## src/rtl/fskp_pkg.sv

```systemverilog
package fskp_pkg;

    typedef enum logic [1:0] {
        RX_IDLE,
        RX_START,
        RX_BITS
    } rx_state_e;

    // Reference clock of 3.579545 MHz at 1200 baud.
    localparam int DEFAULT_CLKS_PER_BIT = 2983;
    localparam int DEFAULT_DATA_BITS    = 8;

    function automatic logic is_power_down(input logic mode, input logic c1, input logic c2);
        return mode & ~c1 & ~c2;
    endfunction

endpackage

```

## src/rtl/fskp_sync.sv

```systemverilog
module fskp_sync #(
    parameter int   STAGES  = 2,
    parameter logic RST_VAL = 1'b0
) (
    input  logic clk,
    input  logic rst,
    input  logic d,
    output logic q
);
    logic [STAGES-1:0] chain;

    always_ff @(posedge clk) begin
        if (rst) chain <= {STAGES{RST_VAL}};
        else     chain <= {chain[STAGES-2:0], d};
    end

    assign q = chain[STAGES-1];
endmodule

```

## src/rtl/fskp_rx.sv

```systemverilog
module fskp_rx
    import fskp_pkg::*;
#(
    parameter int CLKS_PER_BIT = DEFAULT_CLKS_PER_BIT,
    parameter int DATA_BITS    = DEFAULT_DATA_BITS
) (
    input  logic                 clk,
    input  logic                 clr,
    input  logic                 line,
    output logic                 done,
    output logic [DATA_BITS:0]   word
);
    localparam int FRAME = DATA_BITS + 1;
    localparam int HALF  = CLKS_PER_BIT / 2;
    localparam int CW    = $clog2(CLKS_PER_BIT + 1);
    localparam int IW    = $clog2(FRAME + 1);
    localparam logic [CW-1:0] HALF_M1  = CW'(HALF - 1);
    localparam logic [CW-1:0] BIT_LAST = CW'(CLKS_PER_BIT - 1);
    localparam logic [IW-1:0] IDX_LAST = IW'(FRAME - 1);

    rx_state_e          state;
    logic [CW-1:0]      cnt;
    logic [IW-1:0]      idx;
    logic [FRAME-1:0]   shreg;
    logic               line_q;
    logic               done_q;

    always_ff @(posedge clk) begin
        if (clr) begin
            state  <= RX_IDLE;
            cnt    <= '0;
            idx    <= '0;
            shreg  <= '0;
            line_q <= 1'b1;
            done_q <= 1'b0;
        end else begin
            line_q <= line;
            done_q <= 1'b0;
            case (state)
                RX_IDLE: begin
                    if (line_q && !line) begin
                        state <= RX_START;
                        cnt   <= '0;
                    end
                end
                RX_START: begin
                    if (cnt == HALF_M1) begin
                        cnt <= '0;
                        idx <= '0;
                        state <= line ? RX_IDLE : RX_BITS;
                    end else begin
                        cnt <= cnt + 1'b1;
                    end
                end
                RX_BITS: begin
                    if (cnt == BIT_LAST) begin
                        cnt   <= '0;
                        shreg <= {line, shreg[FRAME-1:1]};
                        if (idx == IDX_LAST) begin
                            state  <= RX_IDLE;
                            done_q <= 1'b1;
                        end else begin
                            idx <= idx + 1'b1;
                        end
                    end else begin
                        cnt <= cnt + 1'b1;
                    end
                end
                default: state <= RX_IDLE;
            endcase
        end
    end

    assign done = done_q;
    assign word = shreg;

    AST_START_REJECT: assert property (@(posedge clk) disable iff (clr)
        (state == RX_START && cnt == HALF_M1 && line) |=> (state == RX_IDLE && !done_q));

    AST_DONE_SINGLE: assert property (@(posedge clk) disable iff (clr)
        done_q |=> !done_q);
endmodule

```

## src/rtl/fskp_buf.sv

```systemverilog
module fskp_buf #(
    parameter int HALF_BIT = 8,
    parameter int FRAME    = 9
) (
    input  logic             clk,
    input  logic             clr,
    input  logic             load,
    input  logic [FRAME-1:0] word,
    input  logic             shift_en,
    input  logic             hclk_s,
    output logic             data_bit,
    output logic             ready_n
);
    localparam int HW = $clog2(HALF_BIT + 1);

    logic             hs_q;
    logic [FRAME-1:0] sreg;
    logic [HW-1:0]    rcnt;
    logic             hedge;

    assign hedge = hclk_s & ~hs_q & shift_en;

    always_ff @(posedge clk) begin
        if (clr) begin
            hs_q <= 1'b0;
            sreg <= '1;
            rcnt <= '0;
        end else begin
            hs_q <= hclk_s;
            if (load) begin
                sreg <= word;
                rcnt <= HW'(HALF_BIT);
            end else if (hedge) begin
                sreg <= {1'b1, sreg[FRAME-1:1]};
                rcnt <= '0;
            end else if (rcnt != '0) begin
                rcnt <= rcnt - 1'b1;
            end
        end
    end

    assign data_bit = sreg[0];
    assign ready_n  = (rcnt == '0);

    AST_LOAD_READY: assert property (@(posedge clk) disable iff (clr)
        load |=> !ready_n);

    AST_EDGE_ENDS_READY: assert property (@(posedge clk) disable iff (clr)
        (hedge && !load) |=> ready_n);

    AST_SHIFT_FILL: assert property (@(posedge clk) disable iff (clr)
        (hedge && !load) |=> sreg[FRAME-1]);

    AST_MODE0_HOLD: assert property (@(posedge clk) disable iff (clr)
        (!shift_en && !load) |=> $stable(sreg));
endmodule

```

## src/rtl/fsk_host_port.sv

```systemverilog
module fsk_host_port
    import fskp_pkg::*;
#(
    parameter int CLKS_PER_BIT = DEFAULT_CLKS_PER_BIT,
    parameter int DATA_BITS    = DEFAULT_DATA_BITS,
    parameter int SYNC_STAGES  = 2
) (
    input  logic clk,
    input  logic rst,
    input  logic mode_sel,
    input  logic ctl1,
    input  logic ctl2,
    input  logic rx_bit,
    input  logic host_clk,
    output logic data_out,
    output logic ready_n
);
    localparam int FRAME = DATA_BITS + 1;
    localparam int HALF  = CLKS_PER_BIT / 2;

    logic             pd;
    logic             clr;
    logic             rx_s;
    logic             hclk_s;
    logic             rx_done;
    logic [FRAME-1:0] rx_word;
    logic             buf_bit;
    logic             buf_ready_n;

    assign pd  = is_power_down(mode_sel, ctl1, ctl2);
    assign clr = rst | pd;

    fskp_sync #(.STAGES(SYNC_STAGES), .RST_VAL(1'b1)) i_rx_sync (
        .clk(clk), .rst(clr), .d(rx_bit), .q(rx_s)
    );

    fskp_sync #(.STAGES(SYNC_STAGES), .RST_VAL(1'b0)) i_hclk_sync (
        .clk(clk), .rst(clr), .d(host_clk), .q(hclk_s)
    );

    fskp_rx #(.CLKS_PER_BIT(CLKS_PER_BIT), .DATA_BITS(DATA_BITS)) i_rx (
        .clk(clk), .clr(clr), .line(rx_s), .done(rx_done), .word(rx_word)
    );

    fskp_buf #(.HALF_BIT(HALF), .FRAME(FRAME)) i_buf (
        .clk(clk), .clr(clr), .load(rx_done), .word(rx_word),
        .shift_en(mode_sel), .hclk_s(hclk_s),
        .data_bit(buf_bit), .ready_n(buf_ready_n)
    );

    assign data_out = pd ? 1'b1 : (mode_sel ? buf_bit : rx_bit);
    assign ready_n  = pd | buf_ready_n;

    AST_PD_CLEARS: assert property (@(posedge clk) disable iff (rst)
        pd |=> (buf_bit && buf_ready_n && !rx_done));
endmodule

```

## config.mk

```make
export PLATFORM = sky130hd
export DESIGN_NAME = fsk_host_port
export DESIGN_NICKNAME = d
export VERILOG_FILES = /design/src/rtl/fskp_pkg.sv /design/src/rtl/fskp_sync.sv /design/src/rtl/fskp_rx.sv /design/src/rtl/fskp_buf.sv /design/src/rtl/fsk_host_port.sv
export SDC_FILE = /design/constraint.sdc
export NUM_CORES = 1
export LEC_CHECK = 0
export ABC_CLOCK_PERIOD_IN_PS = 1900
export BUFFER_PORTS_ARGS = -buffer_cell sky130_fd_sc_hd__buf_2
export CORE_MARGIN = 2
export CORE_UTILIZATION = 50
export CTS_CLUSTER_DIAMETER = 100
export DETAILED_ROUTE_END_ITERATION = 8
export GPL_TIMING_DRIVEN = 0
export PLACE_DENSITY = 0.67
export SYNTH_ARGS = -nofsm -noshare
export SYNTH_HDL_FRONTEND = slang
export SYNTH_HIERARCHICAL = 1
export SYNTH_SLANG_ARGS = --single-unit
```

## constraint.sdc

```tcl
create_clock -name clk -period 1.9 [get_ports clk]
set_input_delay 0 -clock clk [delete_from_list [all_inputs] [get_ports clk]]
set_output_delay 0 -clock clk [all_outputs]
set_load 0.01 [all_outputs]
```

# --- Word level (Yosys, flattened, before mapping) ---
# Cells that the tools add are included.
op_classes:
  add_sub_neg: 3
  mul: 0
  n_div: 0
  n_lt_le_gt_ge: 0
  eq_ne: 10
  shifts: 0
  n_mux: 22
  n_bitwise: 11
  reduce_logical: 15
ops:
  columns: ["cell", "n"]
  rows:
  - ["$mux W12", 3]
  - ["$pmux W12 S3", 1]
  - ["$mux W11", 3]
  - ["$mux W9", 2]
  - ["$add A12 B1 Y12 const B", 1]
  - ["$eq A12 B11 Y1 const B", 1]
  - ["$eq A12 B12 Y1 const B", 1]
  - ["$mux W4", 3]
  - ["$logic_not A11 Y1", 1]
  - ["$reduce_bool A11 Y1", 1]
  - ["$sub A11 B1 Y11 const B", 1]
  - ["$mux W2", 5]
  - ["$ne A2 B1 Y1 const B", 4]
  - ["$pmux W4 S2", 1]
  - ["$reduce_and A4 Y1", 2]
  - ["$pmux W2 S3", 1]
  - ["$reduce_bool A3 Y1", 2]
  - ["$reduce_or A3 Y1", 2]
  - ["$not A1 Y1", 5]
  - ["$add A4 B1 Y4 const B", 1]
  - ["$and A1 B1 Y1", 4]
  - ["$eq A4 B4 Y1 const B", 1]
  - ["$reduce_and A2 Y1", 2]
  - ["$reduce_bool A2 Y1", 2]
  - ["8 further kinds", 11]
word_totals:
  register_bits: 54
  latchBits: 0
  mem_bits_rw: 0
  mem_bits_ro: 0
  in_bits: 7
  out_inout_bits: 2
  memories: 0

# --- Logic depth before layout (Yosys ltp) ---
# Gate-level depths: netlist (run 1).
logic_depth:
  ltp_word: 5
  depth_mapped: 8
  ltp_nobuf: 6

# --- By module ---
# The synthesis (run 1) kept the hierarchy.
modules_own_cells:
  columns: ["module", "n_inst", "cells_each", "area_per_inst_um2", "seq_area_each_um2"]
  rows:
  - ["fskp_rx", 1, 183, 1606.5, 580.6]
  - ["fskp_buf", 1, 106, 1047.3, 420.4]
  - ["fskp_sync", 2, 4, 52.6, 40.0]
  - ["fsk_host_port", 1, 5, 36.3, 0.0]

# --- Worst setup path before layout (run 1) ---
# Ideal clock, no wire load.
synth_timing:
  path_kind: "reg-to-reg"
  from: "register i_buf.rcnt[0]"
  to: "register i_buf.rcnt[10]"
  arrival_ps: 1632
  required_ps: 1778
  slack_ps: 146
  stages_incl_launch_ff: 7
  synth_period_minus_slack_ps: 1754
  path_cell_list: "dfxtp_1 -> inv_1 -> ha_1 -> or3b_2 -> or4_1 -> a31oi_1 -> nor2_1"
synth_via:
  elab_chain_cells: 4
synth_lines:
  columns: ["item", "line", "source"]
  rows:
  - ["start: declaration", "fskp_buf.sv:18", "logic [HW-1:0] rcnt;"]
  - ["start signal: assignment", "fskp_buf.sv:32", "rcnt <= HW'(HALF_BIT);"]
  - ["start signal: assignment", "fskp_buf.sv:37", "rcnt <= rcnt - 1'b1;"]
  - ["$sub A11 B1 Y11", "fskp_buf.sv:37", null]
  - ["$mux W11", "fskp_buf.sv:36", "end else if (rcnt != '0) begin"]
  - ["$mux W11", "fskp_buf.sv:33", "end else if (hedge) begin"]
  - ["$mux W11", "fskp_buf.sv:30", "if (load) begin"]
# Parallel ways exist; a longest one is shown, timed or not. The select of a mux whose other input is x is not followed.
# A chain may end at the register's enable or synchronous reset.

# --- Worst setup path in the final report (run 1) ---
layout_timing:
  from: "register i_buf.rcnt[7]"
  to: "output port ready_n"
layout_via:
  elab_chain_cells: 2
layout_lines:
  columns: ["item", "line", "source"]
  rows:
  - ["$logic_not A11 Y1", "fskp_buf.sv:43", "assign ready_n = (rcnt == '0);"]
  - ["via buf_ready_n", "fsk_host_port.sv:28", "logic buf_ready_n;"]
  - ["$or A1 B1 Y1", "fsk_host_port.sv:52", "assign ready_n = pd | buf_ready_n;"]
  - ["end: declaration", "fsk_host_port.sv:16", "output logic ready_n"]
# The timed path passes the listed nets, and every way through them passes these cells.

==> results of run 1 <==
[final cells by class]
| class | instances | share of cell area |
|---|---|---|
| inverters | 16 | 0.01870 |
| clock buffers | 6 | 0.02571 |
| plain buffers | 12 | 0.02415 |
| well taps | 72 | 0.02805 |
| flip-flops and latches | 54 | 0.3389 |
| multi-input cells | 219 | 0.5099 |
| repair buffers | 21 | 0.04947 |
| clock inverters | 2 | 0.005064 |
[critical path, delay by kind of cell (launching register included)]
kind            cells  cell delay [ns]
compound gates      1             0.07
buf+inv             2             0.27
flops               1             0.33
simple gates        2             0.88
[power groups by stage]
stage	Combinational [mW]	Sequential (mW)	Clock, mW
2_1_floorplan	0.609	1.29	0
3_5_place_dp	0.730	1.31	0
6_report	0.941	1.29	0.684
3_3_place_gp	0.726	1.30	0
5_1_grt	1.03	1.30	0.752
4_1_cts	0.864	1.29	0.708
[path summary, 6_finish.rpt]
check,slack (ns),start,cells past startpoint,endpoint
max,0.04,i_buf/rcnt[7],5,ready_n
min,0.14,rst,3,i_hclk_sync/chain[0]
max reg2reg,0.06,i_buf/rcnt[7],5,i_buf/rcnt[10]
min reg2reg,0.42,i_rx_sync/chain[0],1,i_rx_sync/chain[1]
[layout by cell type (no fill, tap or decap), drive strengths merged, types with 6 or more instances in the layout]
| master | n |
|---|---|
| nand3 | 16 |
| dfxtp | 54 |
| mux2 | 8 |
| o31ai | 6 |
| nor3 | 6 |
| clkbuf | 13 |
| nor2 | 6 |
| mux2i | 13 |
| or4 | 9 |
| inv | 17 |
| nand2 | 15 |
| nand2b | 14 |
| buf | 24 |
| nor2b | 8 |
| ha | 9 |
| o21ai | 18 |
| xnor2 | 6 |
| or3 | 10 |
| a21oi | 23 |
[timing repair]
action | CTS | global route
gates resized for setup | 7 | 17
endpoints found under the setup margin | 6 | 31
hold buffers | 2 | 0
buffers inserted | 5 | 6
cloned | 0 | 0
pin swaps | 2 | 7
endpoints found under the hold margin | 2 | 0
[sequential cells by signal (all words and copies together) (netlist names)]
name and count:
i_rx/word 9, i_rx/done 1, i_rx/cnt 12, i_buf/sreg 9, i_rx/line_q 1, i_rx_sync/chain 2, i_rx/state 2, i_buf/rcnt 11
i_hclk_sync/chain 2, i_rx/idx 4, i_buf/hs_q 1
[metal layers]
layer  vias up  GRT usage  wire length (um)
met5         -          0                 0
met4         0    0.06842                82
met3         9    0.03409               182
met2        31     0.3026              2791
met1      1075     0.2768              2768
li1       1164          -                 -
[cell families after synthesis]
family | count (synthesis) | synth area share
AOI/OAI and AO/OA | 71 | 0.1741
adders and majority gates | 9 | 0.04029
muxes | 21 | 0.07878
buffers and inverters | 29 | 0.05013
and+or+nand+nor | 112 | 0.2511
xor gates and xnor gates | 6 | 0.01880
DFF | 54 | 0.3868
==> flow_metrics.env, run 1 <==
export IMPL_switching_share=0.3080
export IMPL_start_util=0.5139
export IMPL_cp_required_ns=1.90
export IMPL_synth_top_cells_by_area="dfxtp_1 (39%), mux2i_1 (4.7%), a21oi_1 (4.1%), ha_1 (4.0%), mux2_2 (3.2%)"
export IMPL_synth_cells=302
export IMPL_seq_area_frac_synth=0.3868
export IMPL_worst_slack_ns=0.03698
export IMPL_fp_row_count=27
export IMPL_track_usage=0.1962
export IMPL_dr_pass1_iters=4
export IMPL_peakVddDrop_v=0.0005464
export IMPL_endpoint_kind="output pin"
export IMPL_fin_setup_tns_ns=0
export IMPL_leakagePower_nw=1.130
export IMPL_cts_tree="yes"
export IMPL_synth_ff_type="dfxtp_1"
export IMPL_crit_chain="or4_4 -> nor4_4 -> buf_6 -> a21o_1 -> buf_2"
export IMPL_via_per_inst=5.669
export IMPL_grt_start_max_net_pins=18
export IMPL_cts_sinks=54
export IMPL_setup_viol=0
export IMPL_yosysMostFrequentCell="dfxtp_1"
export IMPL_wl_per_cell_um=14.49
export IMPL_hold_viol=0
export IMPL_synth_cell_types=59
export IMPL_final_cell_count_no_fill=402
export IMPL_preCtsSetupSlack_ns=0.004496
export IMPL_finalPower_mw=2.912
export IMPL_yosysWarnings=6
export IMPL_fin_crit_ns=1.863
export IMPL_antennaDiodeCount=0
export IMPL_outcome="complete, no violations"
export IMPL_final_area_mm2=0.003212
export IMPL_p_int_mw=2.015
export IMPL_synth_common_cells="dfxtp_1 (54), a21oi_1 (23), o21ai_0 (17)"
export IMPL_via_count=2279
export IMPL_clock_latency_ns=0.31
export IMPL_cp_start_kind="flip-flop"
export IMPL_p_comb_frac=0.323
export IMPL_drive_gt1_frac=0.2242
export IMPL_post_route_period_util=0.9805
export IMPL_final_nets=345
export IMPL_dieHeight_um=78.77
export IMPL_synth_largest_area_cell="dfxtp_1"
export IMPL_wirelength_um=5824
export IMPL_root_buffer="clkbuf_8"
export IMPL_netlist_area_mm2=0.002795
export IMPL_max_cap_viol_count=0
export IMPL_worstMarginPinSlew_ns=0.5202
export IMPL_clkPwrFrac=0.235
export IMPL_place_congestion=0.8448
export IMPL_p_seq_frac=0.442
export IMPL_grt_pass1_vias=2088
export IMPL_place_inst=382
export IMPL_synth_area_per_cell_um2=9.256
export IMPL_hold_slack_ns=0.1448
export IMPL_die_x_um=78.77
export IMPL_utilization=0.5905
export IMPL_clk_pin_slew_ns=0.10
export IMPL_ys_seq_elements=54
export IMPL_n_fill_cell=475
export IMPL_multiInputGateArea_mm2=0.001638
export IMPL_dieArea_mm2=0.006205
export IMPL_max_freq_ghz=0.5368
export IMPL_cts_buffers=5
export IMPL_async_flop_share=0
export IMPL_grt_antenna_before_repair=0
export IMPL_max_stage_delay_ns=0.55
export IMPL_grt_pass1_wl_um=9784
export IMPL_io_pins=9
export IMPL_crit_fanout=3
export IMPL_power_density_mw_per_mm2=906.7
export IMPL_synth_edf_count=0
export IMPL_slew_headroom=0.6442
export IMPL_worstPathArrival_ns=1.86
export IMPL_p_sw_uw=896.9
export IMPL_grt_setup_unrepaired="true"
export IMPL_drc_errors=0
export IMPL_drtIter0Drc=111
export IMPL_post_dp_cell_area_mm2=0.002925
export IMPL_syn_to_final_growth_pct=14.91
export IMPL_clk_path_buf_depth=2
export IMPL_min_path_type="input port to flip-flop"
export IMPL_path_class="flip-flop to output pin"
export IMPL_skew_ns=0.006499
export IMPL_maxSlewViolCount=0
export IMPL_grt_ovfl_total=0
export IMPL_register_area_mm2=0.001089
export IMPL_core_area_mm2=0.005439
export IMPL_crit_slowest_cell="or4_4"
export IMPL_ant_nets=0
export IMPL_yosysTopAreaCellShare=0.3868
export IMPL_port_buffers=8
export IMPL_synth_net_count=318
export IMPL_hpwl_um=3950
export IMPL_ctsHtreeMaxLevel=2
(Power assumes the default switching activity.)
==> run 2, diff against run 1 <==
- MAX_ROUTING_LAYER: unset -> met4
==> run 2 against run 1 <==
Against the previous run:
- wire length about the same
- non-clock buffer count unchanged
- sequential share of layout area unchanged
- cell count unchanged
- hold slack worse by 0.0045 ns
- critical path type unchanged
- largest cell class unchanged
==> flow_metrics.env, run 2 (synthesis results as in run 1) <==
export IMPL_skew_ns=0.005720
export IMPL_final_nets=345
export IMPL_clock_latency_ns=0.31
export IMPL_worstMarginPinSlew_ns=0.5202
export IMPL_via_count=2269
export IMPL_largest_reg_flops=12
export IMPL_min_path_type="input port to flip-flop"
export IMPL_ctsHtreeMaxLevel=2
export IMPL_port_buffers=8
export IMPL_crit_chain="or4_4 -> nor4_4 -> buf_6 -> a21o_1 -> buf_2"
export IMPL_wl_per_cell_um=14.48
export IMPL_max_cap_viol_count=0
export IMPL_utilization=0.5905
export IMPL_root_buffer="clkbuf_8"
export IMPL_hpwl_um=3950
export IMPL_clk_pin_slew_ns=0.10
export IMPL_fp_row_count=27
export IMPL_dieHeight_um=78.77
export IMPL_path_class="flip-flop to output pin"
export IMPL_grt_start_max_net_pins=18
export IMPL_wirelength_um=5821
export IMPL_io_pins=9
export IMPL_ant_nets=0
export IMPL_cp_required_ns=1.90
export IMPL_fin_crit_ns=1.863
export IMPL_post_route_period_util=0.9805
export IMPL_worstPathArrival_ns=1.86
export IMPL_maxSlewViolCount=0
export IMPL_grt_setup_unrepaired="true"
export IMPL_grt_ovfl_total=0
export IMPL_drc_errors=0
export IMPL_final_area_mm2=0.003212
export IMPL_grt_antenna_before_repair=0
export IMPL_max_freq_ghz=0.5368
export IMPL_largestRegisters="i_rx/cnt (12), i_buf/rcnt (11)"
export IMPL_die_x_um=78.77
export IMPL_reg2reg_slack_ns=0.06
export IMPL_syn_to_final_growth_pct=14.91
export IMPL_peakVddDrop_v=0.0005473
export IMPL_cts_tree="yes"
export IMPL_post_dp_cell_area_mm2=0.002925
export IMPL_hold_viol=0
export IMPL_grt_pass1_wl_um=9777
export IMPL_drtIter0Drc=118
export IMPL_crit_fanout=3
export IMPL_endpoint_kind="output pin"
export IMPL_slew_headroom=0.6442
export IMPL_dr_pass1_iters=4
export IMPL_place_congestion=0.8581
export IMPL_cts_sinks=54
export IMPL_antennaDiodeCount=0
export IMPL_clk_path_buf_depth=2
export IMPL_layout_commonest_cell="dfxtp_1"
export IMPL_max_stage_delay_ns=0.55
export IMPL_core_area_mm2=0.005439
export IMPL_via_per_inst=5.644
export IMPL_start_util=0.5139
export IMPL_cp_start_kind="flip-flop"
export IMPL_cts_buffers=5
export IMPL_final_cell_mix="dfxtp_1 (48), a21oi_1 (22), o21ai_0 (16), nand3_1 (16), nand2_1 (15)"
export IMPL_crit_slowest_cell="or4_4"
export IMPL_setup_viol=0
export IMPL_largest_register="i_rx/cnt"
export IMPL_drive_gt1_frac=0.2242
export IMPL_finalPower_mw=2.915
export IMPL_grt_pass1_vias=2093
export IMPL_outcome="complete, no violations"
export IMPL_power_density_mw_per_mm2=907.7
export IMPL_dieArea_mm2=0.006205
export IMPL_track_usage=0.2016
export IMPL_leakagePower_nw=1.130
[run 2: cell counts in the layout (fill, tap and decap cells not counted)]
Identical to the previous run, type by type.
[run 2: power breakdown]
group	switching, mW	leakage (nW)	internal (mW)
sequential	0.0709	0.440	1.22
combinational	0.444	0.642	0.498
clock	0.385	0.0478	0.301
[run 2: stage by stage]
step	hold slack [ns]	setup TNS (ns)	std cells	worst slack, ns
2_1_floorplan	0.09987	0	302	0.1460
3_3_place_gp	0.2158	0	382	0.005583
3_5_place_dp	0.2170	0	382	0.004496
4_1_cts	0.1312	-0.003803	397	-0.003803
5_1_grt	0.1606	-0.07486	402	-0.04529
6_report	0.1402	0	402	0.03710
[run 2: cell type report]
| class | count | area, um^2 |
|---|---|---|
| tap | 72 | 90.09 |
| inverter | 16 | 60.06 |
| timing repair buffer | 21 | 158.9 |
| fill | 475 | 2227 |
| clock buffer | 6 | 82.58 |
| clock inverter | 2 | 16.27 |
| multi-input combinational | 219 | 1638 |
| sequential | 54 | 1089 |
| buffer | 12 | 77.57 |
[run 2: final timing paths]
check / from / end / cells past startpoint
worst max-delay path: i_buf/rcnt[7] / ready_n / 5
worst min-delay path: rst / i_hclk_sync/chain[0] / 3
worst max register to register: i_buf/rcnt[7] / i_buf/rcnt[10] / 5
worst min register to register: i_rx_sync/chain[0] / i_rx_sync/chain[1] / 1
[run 2: worst max-delay path, delay by kind of cell (launching register included)]
kind            cells  cell delay, ns
simple gates        2            0.88
flops               1            0.33
buf+inv             2            0.27
compound gates      1            0.07
[run 2: layer usage]
layer,global-route usage,vias to the layer above,share of wire
met5,-,-,0
met4,0.06842,0,0.014
met3,0.03409,9,0.035
met2,0.3034,31,0.48
met1,0.2761,1069,0.47
li1,-,1160,-
[run 2: repair_timing]
| item | CTS | global route |
|---|---|---|
| gates resized for setup | 7 | 17 |
| gates cloned | 0 | 0 |
| hold buffers | 2 | 0 |
| endpoints found under the hold margin | 2 | 0 |
| endpoints found under the setup margin | 6 | 31 |
| setup buffers | 5 | 6 |
| pin swaps | 2 | 7 |
==> run 3, diff against run 2 <==
- CAP_MARGIN: unset -> 20
- CORE_UTILIZATION: 50 -> 61
- PLACE_DENSITY: 0.67 -> 0.81
==> run 3 against run 2 <==
Against the previous run:
- highest routed layer unchanged
- die area fell by 17%
- non-clock buffer count fell by 1
- critical endpoint is now i_buf/rcnt[10]
- combinational power rose by 5.3%
- critical path type is now flip-flop to flip-flop
- cell count fell by 5.2%
==> flow_metrics.env, run 3 (synthesis results as in run 1) <==
export IMPL_ctsHtreeMaxLevel=2
export IMPL_root_buffer="clkbuf_8"
export IMPL_dieHeight_um=71.69
export IMPL_fp_row_count=24
export IMPL_finalPower_mw=2.956
export IMPL_final_nets=344
export IMPL_hp_start="rst"
export IMPL_hpwl_um=4022
export IMPL_rr_worst_depth=5
export IMPL_grt_antenna_before_repair=0
export IMPL_clk_path_buf_depth=2
export IMPL_grt_pass1_vias=2222
export IMPL_grt_ovfl_total=0
export IMPL_dieArea_mm2=0.005139
export IMPL_place_congestion=0.9010
export IMPL_wirelength_um=5991
export IMPL_syn_to_final_growth_pct=14.32
export IMPL_final_cell_mix="dfxtp_1 (48), a21oi_1 (21), o21ai_0 (16), nand3_1 (16), nand2_1 (15)"
export IMPL_drc_errors=0
export IMPL_hold_viol=0
export IMPL_final_cell_count_no_fill=381
export IMPL_place_inst=362
export IMPL_largest_reg_flops=12
export IMPL_worstMarginPinSlew_ns=0.4985
export IMPL_cts_sinks=54
export IMPL_worstPathArrival_ns=2.06
export IMPL_clock_latency_ns=0.31
export IMPL_setup_viol=0
export IMPL_io_pins=9
export IMPL_worstSetupStartpoint="i_buf/rcnt[7]"
export IMPL_core_area_mm2=0.004384
export IMPL_die_x_um=71.69
export IMPL_slew_headroom=0.6591
export IMPL_post_route_period_util=0.9795
export IMPL_endpoint_kind="flip-flop"
export IMPL_via_count=2307
export IMPL_start_util=0.6376
export IMPL_largestRegisters="i_rx/cnt (12), i_buf/rcnt (11)"
export IMPL_dr_pass1_iters=4
export IMPL_crit_fanout=3
export IMPL_track_usage=0.2520
export IMPL_skew_ns=0.008533
export IMPL_fin_crit_ns=1.861
export IMPL_power_density_mw_per_mm2=925.1
export IMPL_leakagePower_nw=1.120
export IMPL_wl_per_cell_um=15.72
export IMPL_drive_gt1_frac=0.2462
export IMPL_largest_register="i_rx/cnt"
export IMPL_port_buffers=8
export IMPL_drtIter0Drc=116
export IMPL_outcome="complete, no violations"
export IMPL_ant_nets=0
export IMPL_cts_tree="yes"
export IMPL_max_freq_ghz=0.5373
export IMPL_layout_commonest_cell="dfxtp_1"
export IMPL_via_per_inst=6.055
export IMPL_max_cap_viol_count=0
export IMPL_path_class="flip-flop to flip-flop"
export IMPL_hold_slack_ns=0.1002
export IMPL_cp_required_ns=2.10
export IMPL_peakVddDrop_v=0.0006803
export IMPL_grt_pass1_wl_um=10140
export IMPL_maxSlewViolCount=0
export IMPL_clk_pin_slew_ns=0.10
export IMPL_cts_buffers=5
export IMPL_holdPathStages=3
export IMPL_r2r_start="i_buf/rcnt[7]"
export IMPL_grt_setup_unrepaired="true"
export IMPL_min_path_type="input port to flip-flop"
export IMPL_grt_start_max_net_pins=17
export IMPL_antennaDiodeCount=0
export IMPL_cp_start_kind="flip-flop"
## run 3: worst max-delay path: stages, from the launching register on
cell and delay (ns):
dfxtp_2 0.34, or4_4 0.55, buf_4 0.16, or4_1 0.49
a31oi_1 0.16, nor2_1 0.05
## run 3: metal layers
metal | up-vias | wire length [um] | global-route usage
li1 | 1159 | - | -
met1 | 1110 | 2763 | 0.2948
met2 | 31 | 2999 | 0.4393
met3 | 7 | 151 | 0.04501
met4 | 0 | 76 | 0.07757
met5 | - | 0 | -
## run 3: area by class of cell
| type | count | area, um^2 |
|---|---|---|
| plain buffers | 12 | 77.57 |
| fillers | 333 | 1189 |
| well taps | 52 | 65.06 |
| multi-input cells | 219 | 1670 |
| inverters | 16 | 60.06 |
| repair buffers | 20 | 138.9 |
| flip-flops and latches | 54 | 1089 |
| clock inverters | 2 | 12.51 |
| clock buffers | 6 | 82.58 |
## run 3: repair_timing
item | CTS | global route
buffers inserted | 5 | 5
resized for setup | 11 | 21
pin swaps | 3 | 9
endpoints found under the hold margin | 2 | 0
setup endpoints to repair | 13 | 30
hold buffers | 2 | 0
## run 3: final timing paths
kind	endpoint	slack [ns]
max	i_buf/rcnt[10]	0.04
min	i_hclk_sync/chain[1]	0.10
min reg2reg	i_rx_sync/chain[1]	0.40
max reg2reg	i_buf/rcnt[10]	0.04
## run 3: power breakdown
| part | switching (mW) | internal [mW] | leakage, nW | total, mW |
|---|---|---|---|---|
| Sequential | 0.0741 | 1.22 | 0.440 | 1.29 |
| Combinational | 0.462 | 0.530 | 0.633 | 0.992 |
| Clock | 0.380 | 0.294 | 0.0472 | 0.674 |
## run 3: per-stage QoR
step / TNS [ns] / utilization / instance area, um^2 / setup WS (ns)
final: 0 / 0.7289 / 3196 / 0.03891
after global routing: -0.03002 / 0.7289 / 3196 / -0.02186
after CTS: 0 / 0.7049 / 3090 / 0.001743
after detailed placement: -0.01330 / 0.6615 / 2900 / -0.01330
after global placement: 0 / 0.6615 / 2900 / 0.03325
after floorplan: 0 / - / 2795 / 0.1460
